--- src/rtl/dll_seq_pkg.sv ---
package dll_seq_pkg;

    typedef enum logic [2:0] {
        ST_IDLE   = 3'd0,
        ST_M_HOLD = 3'd1,
        ST_M_FREE = 3'd2,
        ST_M_RUN  = 3'd3,
        ST_S_HOLD = 3'd4,
        ST_S_FREE = 3'd5,
        ST_S_RUN  = 3'd6,
        ST_DONE   = 3'd7
    } seq_state_t;

    // drive condition of one lane: {disable, reset_n}
    typedef enum logic [1:0] {
        LN_HELD = 2'b10,
        LN_FREE = 2'b00,
        LN_RUN  = 2'b01
    } lane_cond_t;

    localparam int unsigned PHASE_W      = 32;
    localparam int unsigned MASTER_PH_W  = 6;
    localparam int unsigned MASTER_PH_LO = 16;
    localparam int unsigned SLAVE_PH_W   = 4;
    localparam int unsigned US_W         = 8;

endpackage

--- src/rtl/dll_us_timer.sv ---
module dll_us_timer #(
    parameter int unsigned CLK_MHZ = 4,
    parameter int unsigned US_W    = 8
) (
    input  logic            clk,
    input  logic            rst_n,
    input  logic            arm,
    input  logic [US_W-1:0] n_us,
    output logic            expire
);
    localparam int unsigned PRE_W = (CLK_MHZ > 1) ? $clog2(CLK_MHZ) : 1;
    localparam logic [PRE_W-1:0] PRE_LAST = PRE_W'(CLK_MHZ - 1);

    logic [PRE_W-1:0] pre_q;
    logic [US_W-1:0]  left_q;
    logic             us_tick;

    assign us_tick = (pre_q == PRE_LAST);
    assign expire  = us_tick && (left_q == US_W'(1));

    always_ff @(posedge clk or negedge rst_n) begin
        if (!rst_n) begin
            pre_q  <= '0;
            left_q <= '0;
        end else if (arm) begin
            pre_q  <= '0;
            left_q <= n_us;
        end else begin
            pre_q <= us_tick ? '0 : pre_q + 1'b1;
            if (us_tick && left_q != '0)
                left_q <= left_q - 1'b1;
        end
    end
endmodule

--- src/rtl/dll_phase_map.sv ---
module dll_phase_map
    import dll_seq_pkg::*;
#(
    parameter int unsigned MAX_SLAVES    = 4,
    parameter int unsigned NARROW_SLAVES = 2
) (
    input  logic [PHASE_W-1:0]               cfg,
    input  logic                             wide,
    output logic [MASTER_PH_W-1:0]           m_phase,
    output logic [MAX_SLAVES*SLAVE_PH_W-1:0] s_phase,
    output logic [MAX_SLAVES-1:0]            s_active
);
    assign m_phase = cfg[MASTER_PH_LO +: MASTER_PH_W];

    for (genvar k = 0; k < MAX_SLAVES; k++) begin : g_slave
        if (k < NARROW_SLAVES) begin : g_always
            assign s_active[k] = 1'b1;
        end else begin : g_wide_only
            assign s_active[k] = wide;
        end
        assign s_phase[k*SLAVE_PH_W +: SLAVE_PH_W] =
            s_active[k] ? cfg[k*SLAVE_PH_W +: SLAVE_PH_W] : '0;
    end
endmodule

--- src/rtl/dll_seq_fsm.sv ---
module dll_seq_fsm
    import dll_seq_pkg::*;
#(
    parameter int unsigned SETTLE_US  = 2,
    parameter int unsigned RELEASE_US = 22,
    parameter int unsigned RUN_US     = 22
) (
    input  logic            clk,
    input  logic            rst_n,
    input  logic            start,
    input  logic            expire,
    output logic            accept,
    output logic            arm,
    output logic [US_W-1:0] n_us,
    output lane_cond_t      m_cond,
    output lane_cond_t      s_cond,
    output logic            busy,
    output logic            done
);
    seq_state_t state_q, state_d;

    always_ff @(posedge clk or negedge rst_n) begin
        if (!rst_n) state_q <= ST_IDLE;
        else        state_q <= state_d;
    end

    always_comb begin
        state_d = state_q;
        accept  = 1'b0;
        unique case (state_q)
            ST_IDLE, ST_DONE: if (start) begin
                state_d = ST_M_HOLD;
                accept  = 1'b1;
            end
            ST_M_HOLD: if (expire) state_d = ST_M_FREE;
            ST_M_FREE: if (expire) state_d = ST_M_RUN;
            ST_M_RUN:  if (expire) state_d = ST_S_HOLD;
            ST_S_HOLD: if (expire) state_d = ST_S_FREE;
            ST_S_FREE: if (expire) state_d = ST_S_RUN;
            ST_S_RUN:  if (expire) state_d = ST_DONE;
        endcase
        arm = (state_d != state_q) && (state_d != ST_DONE);
        unique case (state_d)
            ST_M_HOLD, ST_S_HOLD: n_us = US_W'(SETTLE_US);
            ST_M_FREE, ST_S_FREE: n_us = US_W'(RELEASE_US);
            default:              n_us = US_W'(RUN_US);
        endcase
    end

    always_comb begin
        m_cond = LN_HELD;
        s_cond = LN_HELD;
        busy   = 1'b1;
        done   = 1'b0;
        unique case (state_q)
            ST_IDLE:   busy = 1'b0;
            ST_M_HOLD: m_cond = LN_HELD;
            ST_M_FREE: m_cond = LN_FREE;
            ST_M_RUN:  m_cond = LN_RUN;
            ST_S_HOLD: m_cond = LN_RUN;
            ST_S_FREE: begin m_cond = LN_RUN; s_cond = LN_FREE; end
            ST_S_RUN:  begin m_cond = LN_RUN; s_cond = LN_RUN;  end
            ST_DONE: begin
                m_cond = LN_RUN;
                s_cond = LN_RUN;
                busy   = 1'b0;
                done   = 1'b1;
            end
        endcase
    end
endmodule

--- src/rtl/dll_bringup_seq.sv ---
module dll_bringup_seq
    import dll_seq_pkg::*;
#(
    parameter int unsigned CLK_MHZ       = 4,
    parameter int unsigned MAX_SLAVES    = 4,
    parameter int unsigned NARROW_SLAVES = 2,
    parameter int unsigned SETTLE_US     = 2,
    parameter int unsigned RELEASE_US    = 22,
    parameter int unsigned RUN_US        = 22
) (
    input  logic                             clk,
    input  logic                             rst_n,
    input  logic                             start,
    input  logic                             wide_bus,
    input  logic [31:0]                      phase_cfg,
    output logic [5:0]                       master_phase,
    output logic [MAX_SLAVES*4-1:0]          slave_phase,
    output logic [MAX_SLAVES:0]              lane_dis,
    output logic [MAX_SLAVES:0]              lane_rst_n,
    output logic                             busy,
    output logic                             done
);
    logic [PHASE_W-1:0]    cfg_q;
    logic                  wide_q;
    logic                  accept, arm, expire;
    logic [US_W-1:0]       n_us;
    lane_cond_t            m_cond, s_cond;
    logic [MAX_SLAVES-1:0] s_active;

    always_ff @(posedge clk or negedge rst_n) begin
        if (!rst_n) begin
            cfg_q  <= '0;
            wide_q <= 1'b0;
        end else if (accept) begin
            cfg_q  <= phase_cfg;
            wide_q <= wide_bus;
        end
    end

    dll_seq_fsm #(
        .SETTLE_US (SETTLE_US),
        .RELEASE_US(RELEASE_US),
        .RUN_US    (RUN_US)
    ) i_fsm (
        .clk   (clk),
        .rst_n (rst_n),
        .start (start),
        .expire(expire),
        .accept(accept),
        .arm   (arm),
        .n_us  (n_us),
        .m_cond(m_cond),
        .s_cond(s_cond),
        .busy  (busy),
        .done  (done)
    );

    dll_us_timer #(
        .CLK_MHZ(CLK_MHZ),
        .US_W   (US_W)
    ) i_timer (
        .clk   (clk),
        .rst_n (rst_n),
        .arm   (arm),
        .n_us  (n_us),
        .expire(expire)
    );

    dll_phase_map #(
        .MAX_SLAVES   (MAX_SLAVES),
        .NARROW_SLAVES(NARROW_SLAVES)
    ) i_map (
        .cfg     (cfg_q),
        .wide    (wide_q),
        .m_phase (master_phase),
        .s_phase (slave_phase),
        .s_active(s_active)
    );

    assign lane_dis[0]   = m_cond[1];
    assign lane_rst_n[0] = m_cond[0];

    for (genvar k = 0; k < MAX_SLAVES; k++) begin : g_lane
        assign lane_dis[k+1]   = s_active[k] ? s_cond[1] : 1'b1;
        assign lane_rst_n[k+1] = s_active[k] ? s_cond[0] : 1'b0;
    end
endmodule

--- config.mk ---
export PLATFORM = sky130hd
export DESIGN_NAME = dll_bringup_seq
export DESIGN_NICKNAME = d
export VERILOG_FILES = /design/src/rtl/dll_seq_pkg.sv /design/src/rtl/dll_us_timer.sv /design/src/rtl/dll_phase_map.sv /design/src/rtl/dll_seq_fsm.sv /design/src/rtl/dll_bringup_seq.sv
export SDC_FILE = /design/constraint.sdc
export NUM_CORES = 1
export LEC_CHECK = 0
export ABC_AREA = 1
export ABC_CLOCK_PERIOD_IN_PS = 2390
export BUFFER_PORTS_ARGS = -buffer_cell sky130_fd_sc_hd__clkbuf_2
export CORE_UTILIZATION = 45
export CTS_BUF_LIST = sky130_fd_sc_hd__clkbuf_2
export DETAILED_ROUTE_END_ITERATION = 12
export PLACE_DENSITY = 0.73
export SETUP_SLACK_MARGIN = 0.15
export SLEW_MARGIN = 0
export SYNTH_ARGS = -nofsm -noshare
export SYNTH_HDL_FRONTEND = slang
export SYNTH_SLANG_ARGS = --single-unit
--- constraint.sdc ---
create_clock -name clk -period 2.39 [get_ports clk]
set_input_delay 0.1195 -clock clk [delete_from_list [all_inputs] [get_ports clk]]
set_output_delay 0.1195 -clock clk [all_outputs]
set_load 0.005 [all_outputs]
# Word-level counts from Yosys, hierarchy flattened

Cells that the tools add are included.

Flip-flop bits (word level): 36

Add/subtract/negate cells: 2
Equality and inequality tests: 13
Mux-type cells: 23
Reduce and logical (&&, ||, !) cells: 10

Operator list:

| operator            | number |
|---|---|
| $mux 3              | 7 |
| $pmux 3 s7          | 1 |
| $mux 8              | 2 |
| $eq 3x3->1 const B  | 5 |
| $eq 8x1->1 const B  | 1 |
| $mux 4              | 2 |
| $pmux 2 s2          | 2 |
| $reduce_bool 8->1   | 1 |
| $sub 8x1->8 const B | 1 |
| $eq 3x1->1 const B  | 2 |
| $eq 3x2->1 const B  | 2 |
| $mux 1              | 6 |
| $reduce_or 2->1     | 3 |
| $mux 5              | 1 |
| $reduce_or 5->1     | 1 |
| $mux 2              | 2 |
| $logic_and 1x1->1   | 3 |
| $logic_not 3->1     | 1 |
| $ne 3x3->1          | 1 |
| $ne 3x3->1 const B  | 1 |
| $add 2x1->2 const B | 1 |
| $eq 2x2->1 const B  | 1 |
| $reduce_bool 2->1   | 1 |

# Logic depth before layout (Yosys ltp)

Word-level depth: 8
Mapped depth: 17
Mapped depth without buffers: 17

# By module

Synthesis repeated with hierarchy kept, for this count alone.

Cell total of the unflattened synthesis: 348
Area total of the unflattened synthesis: 2,675.1 sq um

Modules (own cells, without submodules):

| module          | times used | cells each | area each (sq um) |
|---|---|---|---|
| dll_bringup_seq | 1          | 153        | 1,357.6 |
| dll_us_timer    | 1          | 98         | 689.4 |
| dll_seq_fsm     | 1          | 61         | 424.2 |
| dll_phase_map   | 1          | 36         | 203.9 |

# Least setup slack after synthesis

No wires, ideal clock.

Path type: flip-flop to flip-flop
Start: register i_timer.left_q[1]
End: register i_timer.left_q[2]
Arrival: 1,542 ps
Required time: 2,274 ps
Slack: 732 ps
Stages on the path, launching flop included: 16
Clock period less this slack: 1,658 ps
Cells stage by stage: dfrtp_1 inv_1 ha_1 nand2_2 nor2_2 nand2_1 nand2_2 nand3_4 nor2_4 nand2_2 nand2_4 inv_4 nand2_4 nand2_1 nand2_1 nand2_1

Cells in the longest elaborated chain, start to end: 8
Elaborated cells between the ends (all ways): 22
Those cells by class: add/sub (1); eq/ne (5); mux (10); reduce/logical (6)

Ends and longest elaborated chain:

| item                                            | line               | RTL |
|---|---|---|
| from (decl)                                     | dll_us_timer.sv:15 | `logic [US_W-1:0] left_q;` |
| from (signal assigned)                          | dll_us_timer.sv:27 | `left_q <= n_us;` |
| from (signal assigned)                          | dll_us_timer.sv:31 | `left_q <= left_q - 1'b1;` |
| $eq 8x1->1                                      | dll_us_timer.sv:19 | `assign expire = us_tick && (left_q == US_W'(1));` |
| $logic_and 1x1->1                               | dll_us_timer.sv:19 |  |
| $mux 3 (tied with other cells)                  | dll_seq_fsm.sv:40  | `ST_S_RUN: if (expire) state_d = ST_DONE;` |
| $pmux 3 s7                                      | dll_seq_fsm.sv:30  | `unique case (state_q)` |
| $eq 3x1->1 / $eq 3x3->1 (equally long branches) | dll_seq_fsm.sv:43  | `unique case (state_d)` |
| $reduce_or 2->1                                 | dll_seq_fsm.sv:43  |  |
| $mux 5                                          | dll_seq_fsm.sv:43  |  |
| $mux 8                                          | dll_us_timer.sv:25 | `end else if (arm) begin` |

Parallel ways exist; a longest one is shown, timed or not. The select of a mux whose other input is x is not followed.
A chain may end at the register's enable or synchronous reset.

# Worst setup path after layout

Same ends and word-level chain as after synthesis.

==> reports/qor.yml <==
status:
  run_status: "complete, no violations"
power_and_ir_drop:
  cellInternalPower_uw: 872
  total_switching_power_uw: 263
  part_of_the_power_in_registers_pct: 56.5
  switching_share_pct: 23.2
  share_clk_of_total_power_pct: 34.0
  ir_drop_uv: 254
  cellLeakagePower_nw: 1.41
  power.density_nw_per_um2: 447
  share_comb_of_total_power_pct: 9.5
synth:
  postSynthCellCount: 220
  synth.distinct_cells: 28
  synth.mux.area_fraction_pct: 12.2
  synth_area_per_cell_sq_um: 9.26
  yosysWarningCount: 0
  synth.ff_latch_count: 36
  syn-cell-area_sq_um: 2040
  cell_types_with_the_largest_area_share_after_synthesis: "sky130_fd_sc_hd__dfrtp_1, sky130_fd_sc_hd__mux2_2, sky130_fd_sc_hd__nand2_1"
  synth_area_leader_cell: "sky130_fd_sc_hd__dfrtp_1"
  synth.yosys.seq_area_share_pct: 44.2
  synth_adder_area_share_pct: 2.46
  syn_nets: 260
  yosys.area_share.xor_xnor_pct: 2.58
  yosys.area.top_type_share_pct: 44.2
  synth_compound_gate_area_share_pct: 1.35
  area_fraction_in_and_or_nand_and_nor_cells_after_synthesis_pct: 22.4
  synth_top_family_by_area: "simple AND/OR/NAND/NOR gates"
global_routing:
  grt_use_met3_pct: 4.65
  groute.layer.met2.usage_pct: 33.4
  globalRoute.busiestLayer: "met2"
  grt_overflow_total: 0
  globalRouteMet1Util_pct: 21.0
  grt_pass1_wl_mm: 7.10
  initial_antenna_violation_count: 0
  grt_pass1_vias: 1686
  grt_start_max_net_pins: 37
  track_usage_pct: 18.6
sta:
  clock-skew-final_ps: 18.1
  timing.fmax_mhz: 519
  hold_violations: 0
  worst_pin_slew_ps: 878
  post-route-worst-setup-slack_ps: 461
  finalCritPeriodShare_pct: 80.7
  timing.setup.tns_ps: 0
  setup-violations-final: 0
  finalMaxSlewViolations: 0
  grt_setup_unrepaired: "no"
  post-route-min-period_ps: 1930
  slew_headroom_pct: 41.5
flow_run:
  maxCapViolations: 0
routing:
  vias: 1558
  postRouteAntennaNets: 0
  drt-vias-per-instance: 4.56
  drt_pre_antenna_iters: 4
  remaining_drc_errors: 0
  drt_iter0_markers: 87
  detail_route.wl_per_cell_microns: 11.2
  totalWireLength_mm: 3.84
layout:
  design_area_sq_um: 2540
  finalNonFillerCells: 342
  final_core_util_pct: 58.4
  final.fill_count: 378
  final_net_count: 329
  layout.cells.most_common: "sky130_fd_sc_hd__clkbuf_2"
  syn2layout_area_growth_pct: 24.7
  most-common-layout-cells: "sky130_fd_sc_hd__clkbuf_2, sky130_fd_sc_hd__nand2_1, sky130_fd_sc_hd__dfrtp_1"
  drive_gt1_share_pct: 39.7
  antennaDiodeCount: 0
placement:
  dpl.cell_count: 310
  dpl_worst_slack_ps: 490
  port-buffer-count: 59
  dpl_cell_area_sq_um: 2230
  dpl.hpwl_mm: 2.65
  gpl_wtd_cong: 0.864
setup_path:
  critical_path.max_stage_delay_ps: 420
  critical-path-slowest-cell: "sky130_fd_sc_hd__dfrtp_1"
  timing.setup.critical_path_class: "reg2reg"
  worst_ep_arrival_time_ps: 2240
  cp-start-kind: "flip-flop"
  critical_path.cell_chain: "inv_1 -> ha_1 -> nand2_2 -> inv_1 -> nand2_1 -> nor2_2 -> nand2_1 -> nand2_1 -> nand2_2 -> nor2_4 -> nand2_2 -> nand2_4 -> inv_4 -> nand2_4 -> nand2_1 -> nand2_1 -> nand2_1"
  critical_path.top_delay_family: "simple AND/OR/NAND/NOR gates"
  crit_fanout: 7
  critical_path.most_common_cell: "sky130_fd_sc_hd__nand2_1"
  crit_buf_inv: 3
  worstPathRequired_ps: 2700
  endpoint_kind: "flip-flop"
clock_network:
  tritoncts: "done"
  post-cts-setup-buffers: 0
  insertion_delay_ps: 390
  cts.clk_slew.worst_paths_ps: 190
  cts.sinks: 36
  clock_tree.root_cell: "sky130_fd_sc_hd__clkbuf_2"
  clock_tree.buffer_depth: 2
  cts_inserted_buffers: 5
  htree_levels: 2
min_path:
  worst_hold_path_type: "in2reg"
floorplanning:
  floorplan.die.height_microns: 69.3
  floorplan.initialDensity_pct: 46.8
  dieWidth_microns: 69.3
  core.rowCount: 24
  boundaryPins: 70
  die_area_sq_um: 4800
  core-area_sq_um: 4350
==> worst min-delay path, cell delays in order <==
cell	delay (ps)
sky130_fd_sc_hd__clkbuf_2	100
sky130_fd_sc_hd__inv_1	90
sky130_fd_sc_hd__nand2_1	90
sky130_fd_sc_hd__nor2_1	40
sky130_fd_sc_hd__inv_1	50
sky130_fd_sc_hd__nand2_2	60
==> flip-flops by register name, summed over array words and instances, names as in the netlist <==
| register | count |
|---|---|
| i_fsm.state_q | 3 |
| i_timer.pre_q | 2 |
| cfg_q | 22 |
| i_timer.left_q | 8 |
| wide_q | 1 |
==> power by group through the flow <==
stage | combinational, mW | sequential (mW) | clock, mW
floorplan | 0.0454 | 0.648 | 0
global placement | 0.0771 | 0.651 | 0
detailed placement | 0.0780 | 0.653 | 0
CTS | 0.109 | 0.641 | 0.401
global route | 0.121 | 0.645 | 0.426
finish | 0.108 | 0.641 | 0.385
==> metal layers <==
metal	vias to the layer above	part of all wire [%]
met1	716	45
met4	0	1.1
met5	-	0
met3	4	4.2
li1	797	-
met2	41	50
==> cell families after synthesis <==
family          count (synthesis)
flops                          36
simple gates                   91
buf+inv                        56
compound gates                  5
mux                            22
fa+ha+maj                       4
xor+xnor                        6
==> Yosys cell counts <==
cell type and count:
sky130_fd_sc_hd__xor2_1 6, sky130_fd_sc_hd__nor3_2 1, sky130_fd_sc_hd__nand3_2 1, sky130_fd_sc_hd__clkbuf_1 1, sky130_fd_sc_hd__ha_1 4, sky130_fd_sc_hd__buf_4 18
sky130_fd_sc_hd__o21ai_1 1, sky130_fd_sc_hd__mux2_1 1, sky130_fd_sc_hd__buf_6 3, sky130_fd_sc_hd__nand2_1 43, sky130_fd_sc_hd__inv_4 1, sky130_fd_sc_hd__nand2_2 8
sky130_fd_sc_hd__nand2_4 3, sky130_fd_sc_hd__nand3_4 1, sky130_fd_sc_hd__clkinv_1 1, sky130_fd_sc_hd__nor2_1 16, sky130_fd_sc_hd__nor4_1 1, sky130_fd_sc_hd__o21a_1 1
sky130_fd_sc_hd__inv_2 3, sky130_fd_sc_hd__inv_1 29, sky130_fd_sc_hd__dfrtp_1 36, sky130_fd_sc_hd__mux2_2 21, sky130_fd_sc_hd__nor2_4 2, sky130_fd_sc_hd__nand4_1 2
sky130_fd_sc_hd__nor2_2 6, sky130_fd_sc_hd__nor3_1 1, sky130_fd_sc_hd__o21ai_0 3, sky130_fd_sc_hd__nand3_1 6
==> worst paths after layout <==
| kind | start | end | slack (ps) | cells after the start |
|---|---|---|---|---|
| worst max-delay path | i_timer.left_q[1] | i_timer.left_q[2] | 460 | 17 |
| worst min-delay path | start | i_fsm.state_q[1] | 190 | 6 |
| worst max register to register | i_timer.left_q[1] | i_timer.left_q[2] | 460 | 17 |
| worst min register to register | i_timer.pre_q[0] | i_timer.pre_q[0] | 480 | 1 |
| max in group asynchronous | rst_n | i_timer.left_q[7] | 1480 | 2 |
| min in group asynchronous | rst_n | i_timer.left_q[6] | 360 | 2 |
==> through the flow <==
stage / total power [mW] / hold WS (ps)
floorplan: 0.693 / -176
global placement: 0.728 / 287
detailed placement: 0.731 / 288
CTS: 1.15 / 173
global route: 1.19 / 205
finish: 1.13 / 191
==> area by class of cell <==
type	count	area, sq um	area share (%)
inverter	34	130	5.12
clock buffer	5	25.0	0.985
tap	52	65.1	2.56
timing repair buffer	84	543	21.4
sequential	36	901	35.5
multi-input combinational	128	835	32.8
clock inverter	3	42.5	1.67
==> what timing repair did <==
item | CTS | global route
endpoints found under the hold margin | 59 | 0
hold buffers | 24 | 0
gates resized for setup | 0 | 0
No activity file was read; power rests on OpenSTA's default activity.
